<file path="src/rtl/cs_pkg.sv">
package cs_pkg;
  typedef enum logic {RX_IDLE = 1'b0, RX_BUSY = 1'b1} rx_state_t;
endpackage

</file>
<file path="src/rtl/cs_frame_rx.sv">
module cs_frame_rx
  import cs_pkg::*;
#(
  parameter int DATA_W = 6
) (
  input  logic              clk,
  input  logic              rst,
  input  logic              line_i,
  output logic              valid_o,
  output logic [DATA_W-1:0] data_o
);
  localparam int LAST_T = 2 * DATA_W + 1;
  localparam int TW     = $clog2(LAST_T + 1);

  rx_state_t        state;
  logic [TW-1:0]    t;
  logic             half;
  logic [DATA_W-1:0] shift;

  always_ff @(posedge clk) begin
    if (rst) begin
      state   <= RX_IDLE;
      t       <= '0;
      half    <= 1'b0;
      shift   <= '0;
      valid_o <= 1'b0;
      data_o  <= '0;
    end else begin
      valid_o <= 1'b0;
      case (state)
        RX_IDLE: begin
          if (line_i) begin
            state <= RX_BUSY;
            t     <= TW'(1);
            shift <= '0;
          end
        end
        default: begin
          if (t == TW'(1)) begin
            if (!line_i) state <= RX_IDLE;
            else         t     <= TW'(2);
          end else if (!t[0]) begin
            half <= line_i;
            t    <= t + TW'(1);
          end else if (!half && line_i) begin
            // rising edge inside a cell: a new conversion has begun
            t     <= TW'(1);
            shift <= '0;
          end else begin
            shift <= {shift[DATA_W-2:0], line_i};
            if (t == TW'(LAST_T)) begin
              valid_o <= 1'b1;
              data_o  <= {shift[DATA_W-2:0], line_i};
              state   <= RX_IDLE;
            end else begin
              t <= t + TW'(1);
            end
          end
        end
      endcase
    end
  end

  assert_pulse_R2: assert property (@(posedge clk) disable iff (rst)
    valid_o |=> !valid_o);
  assert_from_frame_R2: assert property (@(posedge clk) disable iff (rst)
    valid_o |-> $past(state == RX_BUSY && t == TW'(LAST_T)));
  assert_idle_quiet_R4: assert property (@(posedge clk) disable iff (rst)
    (state == RX_IDLE && !line_i) |=> !valid_o);
  assert_glitch_drop_R5: assert property (@(posedge clk) disable iff (rst)
    (state == RX_BUSY && t == TW'(1) && !line_i) |=> (state == RX_IDLE && !valid_o));
endmodule

</file>
<file path="src/rtl/cs_sample_bank.sv">
module cs_sample_bank #(
  parameter int NUM_CH = 6,
  parameter int DATA_W = 6
) (
  input  logic                     clk,
  input  logic                     rst,
  input  logic [NUM_CH-1:0]        valid_i,
  input  logic [NUM_CH*DATA_W-1:0] data_i,
  input  logic                     clear_i,
  output logic [NUM_CH*DATA_W-1:0] samp_o,
  output logic [NUM_CH-1:0]        fresh_o
);
  for (genvar i = 0; i < NUM_CH; i++) begin : g_slot
    always_ff @(posedge clk) begin
      if (rst) begin
        samp_o[i*DATA_W +: DATA_W] <= '0;
        fresh_o[i]                 <= 1'b0;
      end else begin
        if (valid_i[i]) begin
          samp_o[i*DATA_W +: DATA_W] <= data_i[i*DATA_W +: DATA_W];
          fresh_o[i]                 <= 1'b1;
        end else if (clear_i) begin
          fresh_o[i] <= 1'b0;
        end
      end
    end

    assert_fresh_set_R11: assert property (@(posedge clk) disable iff (rst)
      valid_i[i] |=> fresh_o[i]);
  end
endmodule

</file>
<file path="src/rtl/cs_balance.sv">
module cs_balance #(
  parameter int NUM_CH = 6,
  parameter int DATA_W = 6
) (
  input  logic                         clk,
  input  logic                         rst,
  input  logic [NUM_CH-1:0]            act_i,
  input  logic [NUM_CH*DATA_W-1:0]     samp_i,
  input  logic [NUM_CH-1:0]            fresh_i,
  output logic                         clear_o,
  output logic                         avg_valid_o,
  output logic [DATA_W-1:0]            avg_o,
  output logic [NUM_CH*(DATA_W+1)-1:0] err_o
);
  localparam int CW = $clog2(NUM_CH + 1);
  localparam int SW = DATA_W + CW;

  logic [SW-1:0]     sum;
  logic [CW-1:0]     cnt;
  logic [DATA_W-1:0] mean;
  logic              update;

  always_comb begin
    sum = '0;
    cnt = '0;
    for (int i = 0; i < NUM_CH; i++) begin
      if (act_i[i]) begin
        sum = sum + SW'(samp_i[i*DATA_W +: DATA_W]);
        cnt = cnt + CW'(1);
      end
    end
    mean = (cnt == '0) ? '0 : DATA_W'(sum / SW'(cnt));
  end

  assign update  = (act_i != '0) && ((fresh_i & act_i) == act_i);
  assign clear_o = update;

  always_ff @(posedge clk) begin
    if (rst) begin
      avg_valid_o <= 1'b0;
      avg_o       <= '0;
    end else begin
      avg_valid_o <= update;
      if (update) avg_o <= mean;
    end
  end

  for (genvar i = 0; i < NUM_CH; i++) begin : g_err
    logic signed [DATA_W:0] dev;
    assign dev = $signed({1'b0, samp_i[i*DATA_W +: DATA_W]}) - $signed({1'b0, mean});
    always_ff @(posedge clk) begin
      if (rst) begin
        err_o[i*(DATA_W+1) +: DATA_W+1] <= '0;
      end else if (update) begin
        err_o[i*(DATA_W+1) +: DATA_W+1] <= act_i[i] ? dev : '0;
      end
    end
  end

  assert_single_update_R11: assert property (@(posedge clk) disable iff (rst)
    avg_valid_o |=> !avg_valid_o);
  assert_needs_active_R9: assert property (@(posedge clk) disable iff (rst)
    avg_valid_o |-> ($past(act_i) != '0));
  assert_all_fresh_R8: assert property (@(posedge clk) disable iff (rst)
    avg_valid_o |-> (($past(fresh_i) & $past(act_i)) == $past(act_i)));
endmodule

</file>
<file path="src/rtl/cur_sense_rx.sv">
module cur_sense_rx #(
  parameter int NUM_CH = 6,
  parameter int DATA_W = 6
) (
  input  logic                         clk,
  input  logic                         rst,
  input  logic [NUM_CH-1:0]            ch_active_i,
  input  logic [NUM_CH-1:0]            line_i,
  output logic [NUM_CH-1:0]            sample_valid_o,
  output logic [NUM_CH*DATA_W-1:0]     sample_data_o,
  output logic                         avg_valid_o,
  output logic [DATA_W-1:0]            avg_o,
  output logic [NUM_CH*(DATA_W+1)-1:0] err_o
);
  logic [NUM_CH*DATA_W-1:0] samp;
  logic [NUM_CH-1:0]        fresh;
  logic                     clear;

  for (genvar i = 0; i < NUM_CH; i++) begin : g_rx
    cs_frame_rx #(.DATA_W(DATA_W)) u_rx (
      .clk     (clk),
      .rst     (rst),
      .line_i  (line_i[i]),
      .valid_o (sample_valid_o[i]),
      .data_o  (sample_data_o[i*DATA_W +: DATA_W])
    );
  end

  cs_sample_bank #(.NUM_CH(NUM_CH), .DATA_W(DATA_W)) u_bank (
    .clk     (clk),
    .rst     (rst),
    .valid_i (sample_valid_o),
    .data_i  (sample_data_o),
    .clear_i (clear),
    .samp_o  (samp),
    .fresh_o (fresh)
  );

  cs_balance #(.NUM_CH(NUM_CH), .DATA_W(DATA_W)) u_bal (
    .clk         (clk),
    .rst         (rst),
    .act_i       (ch_active_i),
    .samp_i      (samp),
    .fresh_i     (fresh),
    .clear_o     (clear),
    .avg_valid_o (avg_valid_o),
    .avg_o       (avg_o),
    .err_o       (err_o)
  );

  assert_strobe_needs_reset_release_R1: assert property (@(posedge clk)
    $past(rst) |-> (sample_valid_o == '0 && !avg_valid_o));
endmodule

</file>
<file path="config.mk">
export PLATFORM = sky130hd
export DESIGN_NAME = cur_sense_rx
export DESIGN_NICKNAME = d
export VERILOG_FILES = /design/src/rtl/cs_pkg.sv /design/src/rtl/cs_frame_rx.sv /design/src/rtl/cs_sample_bank.sv /design/src/rtl/cs_balance.sv /design/src/rtl/cur_sense_rx.sv
export SDC_FILE = /design/constraint.sdc
export NUM_CORES = 1
export LEC_CHECK = 0
export ABC_AREA = 0
export BUFFER_PORTS_ARGS = -buffer_cell sky130_fd_sc_hd__buf_2
export CAP_MARGIN = 5
export CORE_MARGIN = 5
export CORE_UTILIZATION = 35
export DETAILED_ROUTE_END_ITERATION = 12
export GPL_TIMING_DRIVEN = 0
export MAX_ROUTING_LAYER = met4
export PLACE_DENSITY = 0.6
export SYNTH_ARGS = -nofsm -noshare
export SYNTH_HDL_FRONTEND = slang
export SYNTH_HIERARCHICAL = 1
export SYNTH_SLANG_ARGS = --single-unit
</file>
<file path="constraint.sdc">
create_clock -name clk -period 59.1 [get_ports clk]
set_input_delay 8.865 -clock clk [delete_from_list [all_inputs] [get_ports clk]]
set_output_delay 8.865 -clock clk [all_outputs]
set_load 0.01 [all_outputs]
</file>
Yosys cells after proc, flatten, opt, wreduce, memory -nomap -nowiden
Cells that the tools add are included.
Cells by class
  bitwise gates (word level): 25
  div/mod/pow operators: 1
  equality and inequality tests: 37
  add/sub/neg operators: 22
  mux-type cells: 140
  reduce and logical (&&, ||, !) cells: 63
Operator list (number)
  $mux 4: 42
  $mux 5: 30
  $reduce_and 3->1: 18
  $mux 1: 50
  $mux 9: 5
  $mux 7: 6
  $sub 6x6->7: 6
  $add 9x6->9: 4
  $ne 2x2->1 const B: 18
  $ne 5x5->1 const B: 6
  $reduce_and 5->1: 6
  $reduce_or 5->1: 6
  $add 4x1->4 const B: 6
  $eq 4x1->1 const B: 6
  $eq 4x4->1 const B: 6
  $not 1->1: 24
  $reduce_bool 2->1: 12
  $mux 3: 5
  $add 3x1->3 const B: 4
  $mux 6: 2
  $reduce_and 2->1: 6
  $div 9x3->9: 1
  $add 6x6->7: 1
  $logic_and 1x1->1: 7
  6 further kinds: 11
Word-level totals
  output and inout port bits: 91
  flip-flop bits (word level): 199

Logic depth before layout (Yosys ltp)
  depth after elaboration: 15
  gate-level depth with buffers: 103
  depth with buffers taken out: 100

Cells and area by module
Netlist, hierarchy kept.
Modules (own cells, without submodules)
  cs_balance: cells each 878, area an instance 6824.0 um^2, times used 1
  cs_frame_rx: cells each 101, area an instance 887.1 um^2, times used 6
  cs_sample_bank: cells each 143, area an instance 1565.3 um^2, times used 1

Worst setup path after synthesis
Ideal clock, no wire load.
  path kind: in2reg
  from: input ch_active_i[0]
  to: register u_bal.err_o[13]
  buffers on the path: 2
  setup time: 0.070 ns
  stages: 94
  path slack: 32.282 ns
  data arrival time: 26.747 ns
  cells stage by stage: clkbuf_1 inv_1 nor2_1 ha_1 inv_1 fa_1 nand2b_1 nand3_1 xor2_1 ha_1 o21a_1 a21oi_1 o21ba_2 xnor2_1 mux2_2 ha_1 xor2_1 a2bb2oi_1 (+58 left out) a41o_1 nor2_1 nand3_1 mux2_1 ha_1 nor2b_1 o41a_1 a31oi_2 nand2_1 ha_1 inv_1 fa_1 a21o_1 a21oi_1 nor2b_1 o21ai_0 nand4b_1 a21oi_1
On the way
  longest elaborated chain between the ends: 15
Ends and longest elaborated chain
  start: declaration: line cur_sense_rx.sv:7  | input logic [NUM_CH-1:0] ch_active_i,
  $mux 6 or $mux 1 (tied branches): line cs_balance.sv:27  | if (act_i[i]) begin
  $add 6x6->7 or $add 1x1->2 (tied branches): line cs_balance.sv:28, cs_balance.sv:29
  $mux 9 or $mux 3 (tied branches): line cs_balance.sv:27
  $add 9x6->9 or $add 3x1->3 (tied branches): line cs_balance.sv:28, cs_balance.sv:29
  $mux 9 or $mux 3 (tied branches): line cs_balance.sv:27
  $add 9x6->9 or $add 3x1->3 (tied branches): line cs_balance.sv:28, cs_balance.sv:29
  $mux 9 or $mux 3 (tied branches): line cs_balance.sv:27
  $add 9x6->9 or $add 3x1->3 (tied branches): line cs_balance.sv:28, cs_balance.sv:29
  $mux 9 or $mux 3 (tied branches): line cs_balance.sv:27
  $add 9x6->9 or $add 3x1->3 (tied branches): line cs_balance.sv:28, cs_balance.sv:29
  $mux 9 or $mux 3 (tied branches): line cs_balance.sv:27
  $div 9x3->9 or $logic_not 3->1 (tied branches): line cs_balance.sv:32  | mean = (cnt == '0) ? '0 : DATA_W'(sum / SW'(cnt));
  $mux 6 *: line cs_balance.sv:32
  via u_bal.mean[0]: line cs_balance.sv:20  | logic [DATA_W-1:0] mean;
  $sub 6x6->7 *: line cs_balance.sv:50  | assign dev = $signed({1'b0, samp_i[i*DATA_W +: DATA_W]}) - $signed({1'b0, mean});
  $mux 7 *: line cs_balance.sv:55  | err_o[i*(DATA_W+1) +: DATA_W+1] <= act_i[i] ? dev : '0;
  end signal: indexed assignment: line cs_balance.sv:55
  end: declaration: line cs_balance.sv:13  | output logic [NUM_CH*(DATA_W+1)-1:0] err_o
The timed path passes the listed nets; every way through them passes the cells marked *.
A chain may end at the register's enable or synchronous reset.

Worst setup path after layout
  from: input ch_active_i[0]
  to: register u_bal.err_o[20]
Same word-level chain as after synthesis.

==> metrics <==
# fillers 3966; Placed Area ~15000 µm²; clock buffer depth 2; Cells after Synth between 1500 and 2000; Post-Syn Area per Cell about 8.4 µm²; final clock skew between 0.02 and 0.03 ns; Final HPWL DP 30500 µm; Hold Path Class reg -> reg; Slew headroom 33.1%; critical-path maximum fanout 10; YS warnings 6; H-Tree Depth 4; Die Wd roughly 210 µm; Yosys top cell area share 29.1%; vias 12100; area delta synth->final 13.0%; Final nets approximately 1900; Routed WL roughly 38000 µm; Sink Count roughly 200; Die Height ~210 µm; Crit path arrival time about 30 ns; GRT Total Usage 17.7%; share of cells above drive strength 1 approximately 16%; initial core utilization 35.4%; synthesized flop and latch total 199; required time worst endpoint around 59 ns; Worst setup SP type input port; Clock Latency Late Sink between 0.4 and 0.5 ns; Max Cap Violations 0; Final Cycle Share around half; first drt pass iteration count 5; Mapped Nets approximately 1800; Multi-input gate area 8920 µm²; sequential area share after synthesis approximately 29%; Yosys top cell by area dfxtp_1; CP Capture Type register; final worst path period need 30.03 ns; Core Footprint about 39000 µm²; area occupied by registers 3980 µm²; port buffer count 97; post-synthesis cell type count 99; endpoints failing hold 0; top-count cell post-synth nor2_1; antenna-violating nets left 0; Avg WL per Cell roughly 17 µm; final setup violation count 0; fmax roughly 33 MHz; post-cts gate resize count 0; total power draw 0.931 mW; TritonCTS clock tree yes; Setup Fix Bufs, Post-CTS 0; EDFF count, synth 0; total gr overflow 0; post-route cell area between 15000 and 20000 µm²; peak supply drop between 0.00005 and 0.00006 V; cts bufs inserted 17; Residual DRC 0; largest net degree at the start of global routing 23; hold-fix buffers at CTS 0; Most common cell on crit path ha_1; Worst R2R Setup Slack 37.95 ns; slowest stage delay, CP between 0.4 and 0.5 ns; vias per cell about 5.3; PD cells around 60 nW/µm²; slew at the pin with the worst max-slew slack about 1.0 ns; outcome finished, final reports clean; ranking of synthesized cells by area dfxtp_1 (29%), ha_1 (10%), mux2i_1 (6.0%), nor2_1 (5.9%), a21oi_1 (3.4%); Syn Std Cell Area between 10000 and 15000 µm²; leakage between 6 and 7 nW; clock tree root driver cell clkbuf_16; Ports about 110; Slowest-stage cell, CP or4b_4; top cells by count, synth nor2_1 (214), dfxtp_1 (199), ha_1 (110); initial antenna violation count 0; setup TNS 0 ns; number of core rows 72; Crit Path Class in -> reg; Async S/R FF share, synth 0%; clk slew on worst S/H paths 0.08 ns; Main synth FF type dfxtp_1; DRT iter0 DRCs 796; FF-to-FF path depth 94; first-pass GRT wire length 61700 µm; Worst Hold Path Cells 2; RSZ-0062 raised after global routing no; Final GP Congestion around 0.94; vias in the first global route about 11000; Pins Over Slew Limit 0; DIE AREA roughly 43000 µm²
==> state kept, by name, summed over array words and instances (netlist names) <==
signal,flops
u_bank/samp_o,36
g_rx.u_rx/state,6
u_bal/avg_valid_o,1
g_rx.u_rx/half,6
u_bal/err_o,42
g_rx.u_rx/data_o,36
u_bank/fresh_o,6
g_rx.u_rx/valid_o,6
g_rx.u_rx/shift,30
u_bal/avg_o,6
g_rx.u_rx/t,24
==> path summary, 6_finish.rpt <==
path | start | end
max reg2reg | u_bank/samp_o[0]$_SDFFE_PP0P_ | u_bal/err_o[20]$_SDFFE_PP0P_
min reg2reg | u_bal/err_o[20]$_SDFFE_PP0P_ | u_bal/err_o[20]$_SDFFE_PP0P_
max | ch_active_i[0] | u_bal/err_o[20]$_SDFFE_PP0P_
min | u_bal/err_o[20]$_SDFFE_PP0P_ | u_bal/err_o[20]$_SDFFE_PP0P_
==> logic make-up (layout without fill, tap and decap cells) <==
family	after synthesis	in the layout	share of synthesized area, %
and+or+nand+nor	566	566	20.5
AOI/OAI and AO/OA	411	411	21.2
DFF	199	199	29.1
buffers and inverters	172	302	6.02
adders and majority gates	122	122	11.7
muxes	102	102	7.93
xor gates and xnor gates	55	55	3.57
other	0	1	0
==> final cells by class <==
type                    instances  area share, %
flip-flops and latches        199           25.7
inverters                      92           2.23
clock inverters                15           1.29
clock buffers                  17           2.75
plain buffers                  80           3.10
repair buffers                 98           3.18
diodes                          1         0.0161
multi-input cells            1256           57.5
well taps                     518           4.18
==> cells in the final DEF (no fill, tap or decap), drive strengths merged, types with 20 or more instances in the layout <==
| master | instances |
|---|---|
| nor2 | 220 |
| ha | 110 |
| dfxtp | 199 |
| nor3 | 39 |
| a21o | 34 |
| o21ai | 72 |
| nand3 | 71 |
| xnor2 | 27 |
| inv | 95 |
| nand2 | 113 |
| clkbuf | 40 |
| nand2b | 25 |
| xor2 | 28 |
| a22oi | 32 |
| mux2i | 83 |
| a21oi | 99 |
| buf | 155 |
| o21a | 20 |
==> stage by stage <==
step / setup slack, ns / hold WS [ns] / std cells / utilization, %
detailed placement: 28.87 / 0.446 / 2243 / 38.4
floorplan: 32.28 / 0.448 / 1627 / -
global route: 27.19 / 0.478 / 2275 / 40.0
finish: 29.07 / 0.456 / 2276 / 40.0
CTS: 29.23 / 0.459 / 2275 / 40.0
global placement: 29.13 / 0.443 / 2242 / 38.3
==> worst max-delay path, delay by kind of cell <==
kind                     cells  cell delay, ns
adder cells (fa/ha/maj)     17            4.96
AO/OA/AOI/OAI               34            7.05
multiplexers                 5            1.71
XOR/XNOR                     4            0.73
AND/OR/NAND/NOR             30            5.70
buffers and inverters        6            1.34
==> where the power goes <==
| group | internal (mW) | switching (mW) | total (mW) | leakage, nW |
|---|---|---|---|---|
| Clock | 0.0583 | 0.0614 | 0.120 | 0.302 |
| Sequential | 0.136 | 0.00275 | 0.139 | 1.61 |
| Combinational | 0.273 | 0.399 | 0.672 | 4.92 |
==> routing by layer <==
| metal | vias up | global-route usage, % | part of all wire (%) |
|---|---|---|---|
| met1 | 5736 | 23.0 | 47 |
| met4 | 0 | 4.30 | 1.7 |
| met5 | - | - | 0 |
| li1 | 6089 | - | - |
| met2 | 232 | 29.2 | 48 |
| met3 | 45 | 2.43 | 3.4 |
No activity file was read; power rests on OpenSTA's default activity.
